`src/rtl/l1_timer_pkg.sv`:
```
// Package: shared state and policy types for the L1 entry timer.
// Assumes: a mode value of 1 selects deep-first; every other value is normal-only.
package l1_timer_pkg;

    typedef enum logic [1:0] {
        ST_ARMED = 2'd0,   // counting idle ticks
        ST_WAIT  = 2'd1,   // request issued, waiting for device response
        ST_L1    = 2'd2    // device accepted, port is asleep
    } l1_state_e;

    typedef enum logic {
        POL_NORMAL     = 1'b0,
        POL_DEEP_FIRST = 1'b1
    } lat_policy_e;

    // Map the 2-bit mode field onto a policy; reserved codes fall back to normal.
    function automatic lat_policy_e decode_policy(input logic [1:0] mode);
        return (mode == 2'd1) ? POL_DEEP_FIRST : POL_NORMAL;
    endfunction

endpackage

```
`src/rtl/l1_timeout_field.sv`:
```
// Module: holds the effective timeout code and turns it into a tick limit.
// Assumes: software changes timeout_code by writing a new value; a port reset
// forces the effective code to zero until the input value changes again.
module l1_timeout_field #(
    parameter int CODE_W     = 8,
    parameter int UNIT_SHIFT = 8,
    parameter int ZERO_TICKS = 128,
    parameter int CNT_W      = CODE_W + UNIT_SHIFT
) (
    input  logic              clk,
    input  logic              rst_n,
    input  logic              port_reset,
    input  logic [CODE_W-1:0] code_in,
    output logic [CODE_W-1:0] code_eff,
    output logic [CNT_W-1:0]  limit
);

    logic [CODE_W-1:0] code_seen;

    // Track input writes; a port reset overrides the effective code with zero.
    always_ff @(posedge clk) begin
        if (!rst_n) begin
            code_eff  <= '0;
            code_seen <= '0;
        end else if (port_reset) begin
            code_eff  <= '0;
            code_seen <= code_in;
        end else if (code_in != code_seen) begin
            code_eff  <= code_in;
            code_seen <= code_in;
        end
    end

    // Decode the code into a number of microsecond ticks.
    always_comb begin
        if (code_eff == '0)
            limit = CNT_W'(ZERO_TICKS);
        else
            limit = CNT_W'(code_eff) << UNIT_SHIFT;
    end

    // a port reset leaves the effective code at zero.
    a_r3_reset_clears_code: assert property (@(posedge clk) disable iff (!rst_n)
        port_reset |=> (code_eff == '0));

endmodule

```
`src/rtl/l1_idle_counter.sv`:
```
// Module: counts microsecond ticks while the port is armed and idle.
// Assumes: limit is at least 1; activity in a cycle cancels that cycle's tick.
module l1_idle_counter #(
    parameter int CNT_W = 16
) (
    input  logic             clk,
    input  logic             rst_n,
    input  logic             armed,
    input  logic             tick,
    input  logic             activity,
    input  logic [CNT_W-1:0] limit,
    output logic             expire
);

    logic [CNT_W-1:0] cnt;
    logic [CNT_W-1:0] cnt_next;
    logic             reach;

    // Next count and whether it meets the (possibly just lowered) limit.
    always_comb begin
        cnt_next = cnt + CNT_W'(1);
        reach    = (cnt_next >= limit);
        expire   = armed && tick && !activity && reach;
    end

    // Advance on idle ticks; clear on activity, disarm or expiry.
    always_ff @(posedge clk) begin
        if (!rst_n || !armed || activity || expire)
            cnt <= '0;
        else if (tick)
            cnt <= cnt_next;
    end

    // any activity leaves the count at zero.
    a_r4_activity_reload: assert property (@(posedge clk) disable iff (!rst_n)
        activity |=> (cnt == '0));

    // without a tick the count never advances.
    a_r4_no_tick_no_count: assert property (@(posedge clk) disable iff (!rst_n)
        !tick |=> (cnt == '0 || $stable(cnt)));

endmodule

```
`src/rtl/l1_req_fsm.sv`:
```
// Module: issues the L1 request, selects the latency and runs the deep-to-normal retry.
// Assumes: a response never refers to a strobe issued in the same cycle, so a
// response seen while the strobe is high is dropped.
module l1_req_fsm
    import l1_timer_pkg::*;
#(
    parameter int LAT_W = 4
) (
    input  logic             clk,
    input  logic             rst_n,
    input  logic             port_reset,
    input  logic             bus_active,
    input  logic             expire,
    input  logic [1:0]       mode,
    input  logic [LAT_W-1:0] lat_norm,
    input  logic [LAT_W-1:0] lat_deep,
    input  logic             rsp_valid,
    input  logic             rsp_accept,
    output logic             armed,
    output logic             l1_req,
    output logic [LAT_W-1:0] lat_out
);

    l1_state_e   state;
    logic        deep_try;
    logic        rsp_take;
    lat_policy_e policy;

    // Decode the policy and qualify the response.
    always_comb begin
        policy   = decode_policy(mode);
        rsp_take = rsp_valid && !l1_req;
        armed    = (state == ST_ARMED);
    end

    // Sequence: count -> request -> (retry) -> sleep or re-arm.
    always_ff @(posedge clk) begin
        if (!rst_n) begin
            state    <= ST_ARMED;
            deep_try <= 1'b0;
            l1_req   <= 1'b0;
            lat_out  <= '0;
        end else if (port_reset) begin
            state    <= ST_ARMED;
            deep_try <= 1'b0;
            l1_req   <= 1'b0;
        end else begin
            l1_req <= 1'b0;
            unique case (state)
                ST_ARMED: begin
                    if (expire) begin
                        l1_req   <= 1'b1;
                        deep_try <= (policy == POL_DEEP_FIRST);
                        lat_out  <= (policy == POL_DEEP_FIRST) ? lat_deep : lat_norm;
                        state    <= ST_WAIT;
                    end
                end
                ST_WAIT: begin
                    if (rsp_take) begin
                        if (rsp_accept) begin
                            state    <= ST_L1;
                            deep_try <= 1'b0;
                        end else if (deep_try) begin
                            l1_req   <= 1'b1;
                            lat_out  <= lat_norm;
                            deep_try <= 1'b0;
                        end else begin
                            state <= ST_ARMED;
                        end
                    end
                end
                ST_L1: begin
                    if (bus_active)
                        state <= ST_ARMED;
                end
                default: state <= ST_ARMED;
            endcase
        end
    end

    // the request is a single-cycle strobe.
    a_r8_single_strobe: assert property (@(posedge clk) disable iff (!rst_n)
        l1_req |=> !l1_req);

    // latency stays put while a response is pending.
    a_r9_lat_hold: assert property (@(posedge clk) disable iff (!rst_n)
        (state == ST_WAIT && $past(state == ST_WAIT) && !l1_req) |-> $stable(lat_out));

    // a strobe raised from the waiting state is the retry with the normal value.
    a_r6_retry_normal: assert property (@(posedge clk) disable iff (!rst_n)
        (l1_req && $past(state == ST_WAIT)) |-> (lat_out == $past(lat_norm)));

    // no request while the port sleeps in L1.
    a_r10_quiet_in_l1: assert property (@(posedge clk) disable iff (!rst_n)
        (state == ST_L1) |-> !l1_req);

endmodule

```
`src/rtl/l1_entry_timer.sv`:
```
// Module: top of the per-port L1 entry timer.
// Assumes: tick_us is a one-cycle pulse per microsecond; bus_active marks any
// traffic; responses arrive at least one cycle after the strobe.
module l1_entry_timer #(
    parameter int CODE_W     = 8,
    parameter int LAT_W      = 4,
    parameter int UNIT_SHIFT = 8,
    parameter int ZERO_TICKS = 128
) (
    input  logic              clk,
    input  logic              rst_n,
    input  logic              tick_us,
    input  logic [CODE_W-1:0] timeout_code,
    input  logic [1:0]        mode_sel,
    input  logic [LAT_W-1:0]  lat_norm,
    input  logic [LAT_W-1:0]  lat_deep,
    input  logic              port_reset,
    input  logic              bus_active,
    input  logic              rsp_valid,
    input  logic              rsp_accept,
    output logic              l1_req,
    output logic [LAT_W-1:0]  l1_lat,
    output logic [CODE_W-1:0] timeout_now
);

    localparam int CNT_W = CODE_W + UNIT_SHIFT;

    logic [CNT_W-1:0] limit;
    logic             armed;
    logic             expire;
    logic             activity;

    // Port reset counts as activity for the idle counter.
    always_comb activity = bus_active || port_reset;

    l1_timeout_field #(
        .CODE_W    (CODE_W),
        .UNIT_SHIFT(UNIT_SHIFT),
        .ZERO_TICKS(ZERO_TICKS),
        .CNT_W     (CNT_W)
    ) u_field (
        .clk       (clk),
        .rst_n     (rst_n),
        .port_reset(port_reset),
        .code_in   (timeout_code),
        .code_eff  (timeout_now),
        .limit     (limit)
    );

    l1_idle_counter #(
        .CNT_W(CNT_W)
    ) u_counter (
        .clk     (clk),
        .rst_n   (rst_n),
        .armed   (armed),
        .tick    (tick_us),
        .activity(activity),
        .limit   (limit),
        .expire  (expire)
    );

    l1_req_fsm #(
        .LAT_W(LAT_W)
    ) u_fsm (
        .clk       (clk),
        .rst_n     (rst_n),
        .port_reset(port_reset),
        .bus_active(bus_active),
        .expire    (expire),
        .mode      (mode_sel),
        .lat_norm  (lat_norm),
        .lat_deep  (lat_deep),
        .rsp_valid (rsp_valid),
        .rsp_accept(rsp_accept),
        .armed     (armed),
        .l1_req    (l1_req),
        .lat_out   (l1_lat)
    );

endmodule

```
`config.mk`:
```
export PLATFORM = sky130hd
export DESIGN_NAME = l1_entry_timer
export DESIGN_NICKNAME = d
export VERILOG_FILES = /design/src/rtl/l1_timer_pkg.sv /design/src/rtl/l1_timeout_field.sv /design/src/rtl/l1_idle_counter.sv /design/src/rtl/l1_req_fsm.sv /design/src/rtl/l1_entry_timer.sv
export SDC_FILE = /design/constraint.sdc
export NUM_CORES = 1
export LEC_CHECK = 0
export ABC_CLOCK_PERIOD_IN_PS = 5600
export BUFFER_PORTS_ARGS = -buffer_cell sky130_fd_sc_hd__clkbuf_2
export CORE_MARGIN = 2
export CORE_UTILIZATION = 23
export DETAILED_ROUTE_END_ITERATION = 8
export SYNTH_ARGS = -nofsm -noshare
export SYNTH_HDL_FRONTEND = slang
export SYNTH_HIERARCHICAL = 1
export SYNTH_SLANG_ARGS = --single-unit
```
`constraint.sdc`:
```
create_clock -name clk -period 5.6 [get_ports clk]
set_clock_uncertainty 0.05 [all_clocks]
set_input_delay 1.4 -clock clk [delete_from_list [all_inputs] [get_ports clk]]
set_output_delay 1.4 -clock clk [all_outputs]
set_load 0.02 [all_outputs]
```
==> metrics <==
DR vias/cell=4.29; CTS Root Buffer Type=clkbuf_8; Slew Viols, Final=0; post-synthesis cell area=0.00253 sq mm; fin nets=366; CP Launch Type=flip-flop; GR Overflow Total=0; total internal power=0.000446 W; CTS clock-pin slew for the worst setup and hold paths=0.08 ns; GRT Total Usage=9.30%; IO Port Bufs=37; fin worst setup slack=1.64 ns; antenna fix cells=0; post_cts resized=0; clk_lat worst skew=0.29 ns; RSZ-0062 raised after global routing=no; Initial DRC Count=45; CTS tree=built; Reg-to-Reg Start=u_counter/cnt[0]$_SDFFE_PP0P_; Die Y-Extent=109 um; pre-CTS setup slack=1.68 ns; fmax=253 MHz; design area=0.00290 sq mm; setup_tns=0 ns; largest net degree at the start of global routing=17; max cap viols=0; FP Rows=38; chip width=109 um; global-route wire length before repair=8.90 mm; cells after synthesis=298; core box area=0.0108 sq mm; Hold Buf Count CTS=0; syn_area_per_cell=8.51 sq um; Hold Startpoint=u_field/code_eff[7]$_SDFFE_PP0P_; worst-case clock buffer depth=2; Sw Ratio=23.6%; post-route ant nets=0; worst reg-to-reg setup slack=1.64 ns; metal3 WL=221 um; routed len/inst=10.8 um; final WL=5.01 mm; initial antenna violation count=0; io pins=38; H-tree depth=2; Starting Density=23.5%; CTS Buf Count=5; number of post-CTS setup repair buffers=0; Worst Hold Path EP=u_field/code_eff[7]$_SDFFE_PP0P_; #FFs+latches synth=40; Primary FF master, synth=dfxtp_1; Net Sw Power=0.000138 W; minimum clock period=3.96 ns; data arrival time of the critical path=4.11 ns; DP Area=0.00279 sq mm; Tcrit/Tclk final=70.6%; capturing point of the worst reg2reg path=u_fsm/lat_out[0]$_SDFFE_PN0P_; Sequential Power Share=50.4%; HP Class=reg2reg; status=finished, final reports clean; Crit path required time=5.75 ns; # DRC=0; Post-synth EDFFs=0; Synth area leader=dfxtp_1; Area Overhead vs Synth=14.4%; DR vias=1995; Yosys top cell area share=31.6%; pwr/cell area=201 mW/mm^2; Top Layer Used=met4; Worst Max-Slew Pin Slew=0.990 ns; Met1 Wirelength=2.35 mm; area of the die=0.0119 sq mm; vias in the first global route=2021; Max VDD drop=0.0000906 V; reg2reg path depth=14; WHS Path Cells=2; Worst Setup End Kind=flip-flop; Comb pwr share=9.4%; share of layout cells above drive strength 1=18.8%; Worst Path Max Fanout=8; total number of yosys warnings=6; Synth cell types=44; GP Congestion=0.795; met2 wire len=2.38 mm; Hold Violations, Final=0; Clock power frac=40.2%; # setup viols final=0; Synth area leaders=dfxtp_1 32%, ha_1 8.4%, xor2_1 7.3%; FFs w/ async S/R, synth=0%; Leak Pwr=1.19 nW; Clock Sinks=40; Slew headroom=33.9%; critical path class=reg2reg; register area share after synthesis=31.6%; Post-DP HPWL=4.01 mm; first drt pass iteration count=4
[flip-flops by register name, indices dropped and copies added, names as in the netlist]
name,cells
u_counter/cnt,16
u_field/code_eff,8
u_field/code_seen,8
u_fsm/lat_out,4
u_fsm/state,2
u_fsm/deep_try,1
u_fsm/l1_req,1
[worst max-delay path by stage]
stage,from,slack (ns),cells past startpoint,end
after global routing,u_counter/cnt[0]$_SDFFE_PP0P_,1.30,14,u_fsm/lat_out[0]$_SDFFE_PN0P_
after floorplan,u_counter/cnt[0]$_SDFFE_PP0P_,2.19,14,u_fsm/lat_out[0]$_SDFFE_PN0P_
after detailed placement,u_counter/cnt[0]$_SDFFE_PP0P_,1.68,14,u_fsm/lat_out[0]$_SDFFE_PN0P_
after CTS,u_counter/cnt[0]$_SDFFE_PP0P_,1.65,14,u_fsm/lat_out[1]$_SDFFE_PN0P_
after global placement,u_counter/cnt[0]$_SDFFE_PP0P_,1.92,14,u_fsm/lat_out[0]$_SDFFE_PN0P_
final,u_counter/cnt[0]$_SDFFE_PP0P_,1.64,14,u_fsm/lat_out[0]$_SDFFE_PN0P_
[cells in the mapped netlist, types with 11 or more instances]
cell type  number
ha_1           17
mux2i_1        14
clkbuf_1       11
dfxtp_1        40
nand2_1        35
nor2_1         19
nor3_1         18
inv_1          18
xor2_1         21
xnor2_1        15
nand3_1        11
[stage by stage]
stage                     total power, W  hold slack [ns]  instances  utilization [%]
final                           0.000584            0.456        465             26.9
after global routing            0.000613            0.479        465             26.9
after CTS                       0.000592            0.460        465             26.9
after detailed placement        0.000356            0.441        457             25.8
after global placement          0.000355            0.437        457             25.8
after floorplan                 0.000340            0.426        304                -
[cells by family (layout without fill, tap and decap cells)]
logic type,Yosys count,in the layout,share of synthesized area (%)
and+or+nand+nor,129,129,28.1
adders and majority gates,17,17,8.39
AOI/OAI and AO/OA,19,19,5.97
DFF,40,40,31.6
muxes,14,14,5.53
buffers and inverters,42,63,7.80
other,1,7,0.148
xor gates and xnor gates,36,36,12.4
[layout by cell type (no fill, tap or decap), drive strengths merged]
| cell | count |
|---|---|
| xor2 | 21 |
| ha | 17 |
| conb | 7 |
| o21ai | 2 |
| clkbuf | 42 |
| and3 | 1 |
| a211oi | 4 |
| and4 | 3 |
| bufinv | 1 |
| nand3b | 1 |
| inv | 18 |
| nor2 | 19 |
| clkinvlp | 1 |
| and2 | 8 |
| nand4 | 8 |
| o22ai | 1 |
| nand3 | 11 |
| or2 | 3 |
| mux2i | 14 |
| a2111oi | 1 |
| nor4 | 3 |
| nor3b | 1 |
| or4b | 2 |
| nor3 | 20 |
| a221oi | 1 |
| nand2b | 4 |
| xnor2 | 15 |
| a21oi | 7 |
| dfxtp | 40 |
| or4 | 2 |
| clkinv | 1 |
| a31oi | 2 |
| nand2 | 36 |
| nor2b | 5 |
| o21a | 1 |
| or3b | 2 |
[layer usage]
| layer | vias to the layer above | global-route usage, % |
|---|---|---|
| met5 | - | 0 |
| met4 | 0 | 3.30 |
| met3 | 5 | 2.57 |
| met2 | 20 | 15.8 |
| met1 | 934 | 11.2 |
| li1 | 1036 | - |
[worst max-delay path: stages (launching register included)]
cell	delay [ns]
dfxtp_1	0.45
ha_1	0.31
nand4_1	0.22
nor2_1	0.24
nand3_1	0.12
xnor2_1	0.15
ha_1	0.31
nand4_2	0.12
nor3_2	0.24
or4b_4	0.53
a31oi_1	0.25
nand2b_1	0.16
a221oi_4	0.45
nor2_1	0.07
a211oi_1	0.22
[final cells by class]
cell class,count,area [sq um]
Clock buffer,5,68.8
Fill cell,1138,7890
Inverter,18,67.6
Tap cell,140,175
Timing Repair Buffer,37,185
Sequential cell,40,801
Clock inverter,3,42.5
Multi-Input combinational cell,222,1560
[power by group through the flow]
stage / sequential (W) / clock (W) / combinational (W)
finish: 0.000294 / 0.000234 / 0.0000548
global route: 0.000295 / 0.000256 / 0.0000621
CTS: 0.000295 / 0.000242 / 0.0000554
detailed placement: 0.000301 / 0 / 0.0000550
global placement: 0.000301 / 0 / 0.0000537
floorplan: 0.000303 / 0 / 0.0000376
Note: power is estimated with default switching activity, not from simulation.
